File: src/rtl/mdio_cmd_pkg.sv
package mdio_cmd_pkg;

   // command word bit positions
   localparam int CMD_W    = 32;
   localparam int BUSY_BIT = 29;
   localparam int FAIL_BIT = 28;
   localparam int OP_LO    = 26;
   localparam int OP_W     = 2;
   localparam int ADDR_W   = 5;
   localparam int DATA_W   = 16;

   localparam logic [OP_W-1:0] OPC_WRITE = 2'b01;
   localparam logic [OP_W-1:0] OPC_READ  = 2'b10;

   // bits of the frame that follow the preamble
   localparam int BODY_BITS = 2 + OP_W + 2 * ADDR_W + 2 + DATA_W;

   typedef struct packed {
      logic [OP_W-1:0]   op;
      logic [ADDR_W-1:0] phy;
      logic [ADDR_W-1:0] regad;
      logic [DATA_W-1:0] data;
   } mdio_cmd_t;

endpackage

File: src/rtl/mdio_mdc_div.sv
module mdio_mdc_div #(
   parameter int DIV = 50
) (
   input  logic clk,
   input  logic rst_n,
   output logic mdc,
   output logic rise_stb,
   output logic fall_stb
);
   localparam int HALF = DIV / 2;
   localparam int CW   = $clog2(DIV);

   generate
      if (DIV < 4 || (DIV % 2) != 0) begin : g_bad_div
         $error("mdio_mdc_div: DIV must be even and at least 4");
      end
   endgenerate

   logic [CW-1:0] cnt;

   assign rise_stb = (cnt == CW'(HALF - 1));
   assign fall_stb = (cnt == CW'(DIV - 1));

   always_ff @(posedge clk) begin
      if (!rst_n) begin
         cnt <= '0;
         mdc <= 1'b0;
      end else begin
         cnt <= fall_stb ? '0 : cnt + 1'b1;
         if (rise_stb)
            mdc <= 1'b1;
         else if (fall_stb)
            mdc <= 1'b0;
      end
   end

   // checker: length of each high phase
   logic [CW:0] hi_len;
   always_ff @(posedge clk) begin
      if (!rst_n) hi_len <= '0;
      else        hi_len <= mdc ? hi_len + 1'b1 : '0;
   end

   assert_mdc_high_len_R5: assert property (@(posedge clk) disable iff (!rst_n)
      $fell(mdc) |-> (hi_len == (CW+1)'(HALF)));

endmodule

File: src/rtl/mdio_frame_engine.sv
module mdio_frame_engine
   import mdio_cmd_pkg::*;
#(
   parameter int PREAMBLE_LEN = 32
) (
   input  logic              clk,
   input  logic              rst_n,
   input  logic              launch,
   input  mdio_cmd_t         launch_cmd,
   input  logic              rise_stb,
   input  logic              fall_stb,
   input  logic              mdio_i,
   output logic              busy,
   output logic              done,
   output logic              mdio_o,
   output logic              mdio_oe,
   output logic [DATA_W-1:0] rd_data,
   output logic              rd_fail
);
   localparam int FRAME_LEN = PREAMBLE_LEN + BODY_BITS;
   localparam int IW        = $clog2(FRAME_LEN + 1);
   localparam int TA_IDX    = PREAMBLE_LEN + 2 + OP_W + 2 * ADDR_W;
   localparam int DATA_IDX  = TA_IDX + 2;
   localparam int LAST_IDX  = FRAME_LEN - 1;

   generate
      if (PREAMBLE_LEN < 1) begin : g_bad_pre
         $error("mdio_frame_engine: PREAMBLE_LEN must be at least 1");
      end
   endgenerate

   typedef enum logic [1:0] {ST_IDLE, ST_ALIGN, ST_SHIFT} eng_state_t;

   eng_state_t             state;
   logic [FRAME_LEN-1:0]   shreg;
   logic [IW-1:0]          idx;
   logic [IW-1:0]          nxt_idx;
   logic                   is_rd;
   logic                   ta_ok;
   logic [DATA_W-1:0]      rx;
   logic [FRAME_LEN-1:0]   frame_w;
   logic                   launch_rd;

   assign launch_rd = (launch_cmd.op == OPC_READ);
   assign frame_w   = {{PREAMBLE_LEN{1'b1}}, 2'b01, launch_cmd.op, launch_cmd.phy,
                       launch_cmd.regad, (launch_rd ? 2'b11 : 2'b10),
                       (launch_rd ? {DATA_W{1'b1}} : launch_cmd.data)};
   assign nxt_idx   = idx + 1'b1;

   assign busy    = (state != ST_IDLE);
   assign done    = (state == ST_SHIFT) && fall_stb && (idx == IW'(LAST_IDX));
   assign rd_fail = !ta_ok;
   assign rd_data = ta_ok ? rx : {DATA_W{1'b1}};

   always_ff @(posedge clk) begin
      if (!rst_n) begin
         state   <= ST_IDLE;
         shreg   <= '0;
         idx     <= '0;
         is_rd   <= 1'b0;
         ta_ok   <= 1'b0;
         rx      <= '0;
         mdio_o  <= 1'b1;
         mdio_oe <= 1'b0;
      end else begin
         case (state)
            ST_IDLE: begin
               if (launch) begin
                  state <= ST_ALIGN;
                  shreg <= frame_w;
                  is_rd <= launch_rd;
                  ta_ok <= 1'b0;
               end
            end
            ST_ALIGN: begin
               if (fall_stb) begin
                  state   <= ST_SHIFT;
                  idx     <= '0;
                  mdio_o  <= shreg[FRAME_LEN-1];
                  mdio_oe <= 1'b1;
                  shreg   <= shreg << 1;
               end
            end
            default: begin
               if (rise_stb && is_rd) begin
                  if (idx == IW'(TA_IDX + 1))
                     ta_ok <= !mdio_i;
                  if (idx >= IW'(DATA_IDX))
                     rx <= {rx[DATA_W-2:0], mdio_i};
               end
               if (fall_stb) begin
                  if (idx == IW'(LAST_IDX)) begin
                     state   <= ST_IDLE;
                     mdio_o  <= 1'b1;
                     mdio_oe <= 1'b0;
                  end else begin
                     idx     <= nxt_idx;
                     mdio_o  <= shreg[FRAME_LEN-1];
                     mdio_oe <= !(is_rd && (nxt_idx >= IW'(TA_IDX)));
                     shreg   <= shreg << 1;
                  end
               end
            end
         endcase
      end
   end

   assert_read_release_R7: assert property (@(posedge clk) disable iff (!rst_n)
      (state == ST_SHIFT && is_rd && idx >= IW'(TA_IDX)) |-> !mdio_oe);

   assert_idle_quiet_R12: assert property (@(posedge clk) disable iff (!rst_n)
      (state == ST_IDLE) |-> !mdio_oe);

endmodule

File: src/rtl/mdio_cmd_master.sv
module mdio_cmd_master
   import mdio_cmd_pkg::*;
#(
   parameter int CLK_DIV      = 50,
   parameter int PREAMBLE_LEN = 32
) (
   input  logic        clk,
   input  logic        rst_n,
   input  logic        reg_wr_en,
   input  logic [31:0] reg_wdata,
   output logic [31:0] reg_rdata,
   output logic        mdc,
   output logic        mdio_o,
   output logic        mdio_oe,
   input  logic        mdio_i
);
   mdio_cmd_t         cmd_q;
   mdio_cmd_t         wr_cmd;
   mdio_cmd_t         launch_cmd;
   logic              fail_q;
   logic              eng_busy;
   logic              eng_done;
   logic [DATA_W-1:0] eng_rd_data;
   logic              eng_rd_fail;
   logic              rise_stb;
   logic              fall_stb;
   logic              accept;
   logic              start_only;
   logic              launch;
   logic              unused_wbits;

   assign unused_wbits = ^{reg_wdata[31:30], reg_wdata[FAIL_BIT]};

   assign wr_cmd     = reg_wdata[OP_LO+OP_W-1:0];
   assign accept     = reg_wr_en && !eng_busy;
   assign start_only = reg_wdata[BUSY_BIT] && (reg_wdata[OP_LO+OP_W-1:0] == '0);
   assign launch     = accept && reg_wdata[BUSY_BIT];
   assign launch_cmd = start_only ? cmd_q : wr_cmd;

   always_ff @(posedge clk) begin
      if (!rst_n) begin
         cmd_q  <= '0;
         fail_q <= 1'b0;
      end else if (accept) begin
         cmd_q  <= launch_cmd;
         fail_q <= 1'b0;
      end else if (eng_done && cmd_q.op == OPC_READ) begin
         cmd_q.data <= eng_rd_data;
         fail_q     <= eng_rd_fail;
      end
   end

   assign reg_rdata = {2'b00, eng_busy, fail_q, cmd_q};

   mdio_mdc_div #(.DIV(CLK_DIV)) u_div (
      .clk      (clk),
      .rst_n    (rst_n),
      .mdc      (mdc),
      .rise_stb (rise_stb),
      .fall_stb (fall_stb)
   );

   mdio_frame_engine #(.PREAMBLE_LEN(PREAMBLE_LEN)) u_eng (
      .clk        (clk),
      .rst_n      (rst_n),
      .launch     (launch),
      .launch_cmd (launch_cmd),
      .rise_stb   (rise_stb),
      .fall_stb   (fall_stb),
      .mdio_i     (mdio_i),
      .busy       (eng_busy),
      .done       (eng_done),
      .mdio_o     (mdio_o),
      .mdio_oe    (mdio_oe),
      .rd_data    (eng_rd_data),
      .rd_fail    (eng_rd_fail)
   );

   assert_busy_clear_R1: assert property (@(posedge clk) disable iff (!rst_n)
      $fell(eng_busy) |-> $past(eng_done));

   assert_busy_ignore_R11: assert property (@(posedge clk) disable iff (!rst_n)
      (eng_busy && reg_wr_en) |=> $stable(reg_rdata[27:16]));

   assert_fail_data_R9: assert property (@(posedge clk) disable iff (!rst_n)
      reg_rdata[FAIL_BIT] |-> (reg_rdata[15:0] == 16'hFFFF));

   assert_mdio_edge_R6: assert property (@(posedge clk) disable iff (!rst_n)
      !$stable({mdio_o, mdio_oe}) |-> $fell(mdc));

endmodule

File: config.mk
export PLATFORM = sky130hd
export DESIGN_NAME = mdio_cmd_master
export DESIGN_NICKNAME = d
export VERILOG_FILES = /design/src/rtl/mdio_cmd_pkg.sv /design/src/rtl/mdio_mdc_div.sv /design/src/rtl/mdio_frame_engine.sv /design/src/rtl/mdio_cmd_master.sv
export SDC_FILE = /design/constraint.sdc
export NUM_CORES = 1
export LEC_CHECK = 0
export ABC_AREA = 0
export BUFFER_PORTS_ARGS = -buffer_cell sky130_fd_sc_hd__buf_2
export CORE_ASPECT_RATIO = 1.2
export CORE_MARGIN = 2
export CORE_UTILIZATION = 53
export DETAILED_ROUTE_END_ITERATION = 8
export GPL_ROUTABILITY_DRIVEN = 0
export PLACE_DENSITY_LB_ADDON = 0.1
export SETUP_SLACK_MARGIN = 0.1
export SYNTH_ARGS = -nofsm -noshare
export SYNTH_HDL_FRONTEND = slang
export SYNTH_SLANG_ARGS = --single-unit
File: constraint.sdc
create_clock -name clk -period 2.35 [get_ports clk]
set_input_delay 0.3525 -clock clk [delete_from_list [all_inputs] [get_ports clk]]
set_output_delay 0.3525 -clock clk [all_outputs]
set_load 0.05 [all_outputs]
==> flow_summary_export.csv <==
group,metric,value,unit
outcome,status,"completed",
synthesis,synth_area_leaders,"dfxtp_1 (46%), nor3_1 (7.6%), nor2_1 (7.0%)",
sta,finalClockSkew,0.0106,ns
synthesis,synth_top_area_cell,"dfxtp_1",
worst_setup_path,ff2ff_setup_slack,0.29,ns
cells_and_area,drive_above_1_share,19.4,%
route,wl_per_cell,16.5,µm
synthesis,synth_edf_count,0,
synthesis,syn_area,5580,µm²
worst_setup_path,path_cells,"nand3_1 > nor3_4 > or2_1 > buf_4 > a21oi_1 > a311oi_1",
die,rows,41,
grt,grt_pass1_vias,4608,
route,routed_wl,14.0,mm
route,first_iter_violations,299,
grt,grt_pass1_wl,22.6,mm
die,dieHeight,116,µm
power_and_ir_drop,p_switching,1510,µW
worst_setup_path,path_max_fanout,19,
clock_network,cts_buffers,17,
route,first_pass_iters,6,
grt,grt_max_degree,61,
worst_setup_path,cp.buffers_inverters,1,
die,die_area,11400,µm²
min_path,hp-start,"reg_wdata[17]",
power_and_ir_drop,p_leak,0.00260,µW
clock_network,insertion_delay,0.41,ns
synthesis,synthFlopType,"dfxtp_1",
grt,grt_overflow,0,
power_and_ir_drop,vdd_drop_max,0.604,mV
sta,final.setup.tns,0,ns
worst_setup_path,crit_type,"flip-flop to flip-flop",
cells_and_area,fin_util,65.2,%
grt,grt_use_met3,5.45,%
flow_run,cap_viol_max_count,0,
synthesis,ys_warn_count,0,
sta,max_slew_margin,60.4,%
synthesis,syn_inst,649,
worst_setup_path,r2r_end,"u_eng.shreg[0]$_SDFFE_PN0P_",
die,die_w,97.7,µm
sta,final-setup-viol-count,0,
sta,worstMarginPinSlew,0.594,ns
placed_design,dp_hpwl,9.04,mm
grt,use_met2,40.8,%
sta,fin_crit,2.06,ns
synthesis,ys_types,54,
grt,track_usage,24.4,%
power_and_ir_drop,pwr-share-comb,11.1,%
clock_network,cts_root_buf,"clkbuf_16",
clock_network,htree_levels,4,
grt,globalRoute.busiestLayer,"met2",
power_and_ir_drop,p_int,4470,µW
sta,finalCritPeriodShare,87.7,%
worst_setup_path,crit_path_start_kind,"flip-flop",
route,vias,5140,
clock_network,clock_sinks,129,
die,io_pins,71,
sta,timing.fmax,485,MHz
synthesis,syn_avg_cell_area,8.60,µm²
sta,hold_viol_final,0,
route,avgViaCountPerCell,6.05,
synthesis,yosysSeqAreaShare,46.3,%
synthesis,ys_seq_elements,129,
synthesis,netlist.area_leader.share,46.3,%
power_and_ir_drop,clkPwrFrac,48.7,%
worst_setup_path,rr_startpoint,"u_eng.state[1]$_SDFFE_PN0P_",
power_and_ir_drop,seqPwrFrac,40.2,%
min_path,hold_end,"reg_rdata[17]$_SDFFE_PN0P_",
clock_network,clock_path_buffers,2,
route,detail-route-antenna-nets,0,
cells_and_area,diodes,0,
min_path,hold_depth,3,
worst_setup_path,crit_slowest_cell,"dfxtp_1",
worst_setup_path,cpPeakStageDelay,0.61,ns
sta,final_max_slew_viol_count,0,
sta,rsz0062_at_grt,"yes",
worst_setup_path,critPathTopFamily,"simple AND/OR/NAND/NOR gates",
worst_setup_path,worst-path-stages,6,
worst_setup_path,rr_worst_depth,6,
placed_design,port_buffers,65,
worst_setup_path,arrival,2.38,ns
cells_and_area,final_nets,750,
synthesis,async_flop_share,0,%
cells_and_area,syn_to_final_growth,21.2,%
grt,met1_usage,31.9,%
worst_setup_path,required,2.67,ns
die,design.core.area,10400,µm²
worst_setup_path,cp-end-kind,"flip-flop",
grt,antenna_found_initial,0,
min_path,holdCritPathClass,"primary input to flip-flop",
route,drc,0,
clock_network,clk_pin_slew,0.06,ns
power_and_ir_drop,p_sw_share,25.3,%
power_and_ir_drop,pwr_density_cell,884,nW/µm²
clock_network,cts_tree,"built",
die,initial_core_util,53.9,%
-- kinds of logic after synthesis --
logic type	count (synthesis)	synth area share, %
flops	129	46.3
mux	19	3.41
compound gates	162	20.2
other cells	1	0.0672
xor+xnor	4	0.628
buf+inv	67	5.52
simple gates	261	22.5
fa+ha+maj	6	1.35
-- layer usage --
layer | share of wire [%] | wire length, µm | vias up
met2 | 49 | 6890 | 135
met4 | 0.95 | 133 | 0
met3 | 4.3 | 608 | 14
met1 | 46 | 6400 | 2470
met5 | 0 | 0 | -
li1 | - | - | 2521
-- synthesized netlist by cell type (2+ instances only) --
cell type and n:
dfxtp_1 129, nor2_1 104, nor3_1 85, a21oi_1 43
clkbuf_1 32, o211ai_1 20, mux2i_1 19, a31oi_1 17
nor4_1 16, o221ai_1 16, o311ai_0 16, nand2_1 15
a22oi_1 14, nand3_1 13, buf_2 12, buf_4 11
a211oi_1 10, o21ai_0 10, inv_1 9, ha_1 6
nand4_1 5, and3_1 4, and2_1 3, o211a_1 3
a21o_1 2, and4bb_2 2, buf_1 2, nor2_2 2
or3_1 2, xnor2_1 2, xor2_1 2
-- state kept, by name, summed over array words and instances, names as in the netlist --
| register | flops |
|---|---|
| u_div.cnt | 6 |
| reg_rdata | 28 |
| u_eng.shreg | 64 |
| u_eng.is_rd | 1 |
| fail_q | 1 |
| u_eng.ta_ok | 1 |
| u_eng.rx | 16 |
| u_eng.state | 2 |
| u_div.mdc | 1 |
| u_eng.mdio_oe | 1 |
| u_eng.idx | 7 |
| u_eng.mdio_o | 1 |
-- cell usage in the layout (no fill, tap or decap), types with 14 or more instances in the layout --
cell	count
a22oi_1	14
mux2i_1	19
buf_2	65
buf_4	26
o311ai_0	16
o221ai_1	16
nor3_1	85
o211ai_1	20
clkbuf_16	17
dfxtp_1	129
a31oi_1	17
nand2_1	15
nor4_1	16
nor2_1	103
a21oi_1	43
-- through the flow --
step,cell area (µm²),hold WS [ns],std cells,setup slack [ns],power [µW]
3_5_place_dp,6040,0.455,811,0.141,3090
4_1_cts,6700,0.216,842,0.188,6000
2_1_floorplan,5580,0.433,650,0.495,2900
3_3_place_gp,6040,0.439,811,0.149,3070
5_1_grt,6760,0.233,849,0.0736,6160
6_report,6760,0.227,849,0.289,5980
-- tightest hold or removal path, stage by stage --
cell and delay [ns]:
buf_2 0.10, a22oi_1 0.08, nor2_1 0.08
-- power by group through the flow --
stage          logic [µW]  registers, µW  clock network [µW]
6_report              661           2400                2910
5_1_grt               716           2420                3030
2_1_floorplan         326           2580                   0
4_1_cts               651           2400                2940
3_5_place_dp          647           2450                   0
3_3_place_gp          633           2440                   0
-- layout make-up --
cell class                 instances  area (µm²)
fill                             917        3600
multi-input combinational        454        2710
sequential                       129        2580
timing repair buffer              96         612
clock buffer                      19         453
clock inverter                    12         205
tap                              129         161
inverter                          10        37.5
-- worst max-delay path by stage --
| stage | from | to | slack, ns |
|---|---|---|---|
| global placement | reg_wdata[8] | u_eng.shreg[5]$_SDFFE_PN0P_ | 0.15 |
| finish | u_eng.state[1]$_SDFFE_PN0P_ | u_eng.shreg[0]$_SDFFE_PN0P_ | 0.29 |
| floorplan | u_eng.idx[0]$_SDFFE_PN0P_ | reg_rdata[0]$_SDFFE_PN0P_ | 0.50 |
| global route | u_eng.idx[0]$_SDFFE_PN0P_ | u_eng.shreg[27]$_SDFFE_PN0P_ | 0.07 |
| CTS | u_eng.state[1]$_SDFFE_PN0P_ | u_eng.shreg[27]$_SDFFE_PN0P_ | 0.19 |
| detailed placement | reg_wdata[8] | u_eng.shreg[27]$_SDFFE_PN0P_ | 0.14 |
-- what timing repair did --
item	4_1_cts	5_1_grt
gates resized for setup	0	2
buffers inserted	0	7
setup endpoints to repair	0	37
hold buffers	0	0
Power figures use the tool's default switching activity.
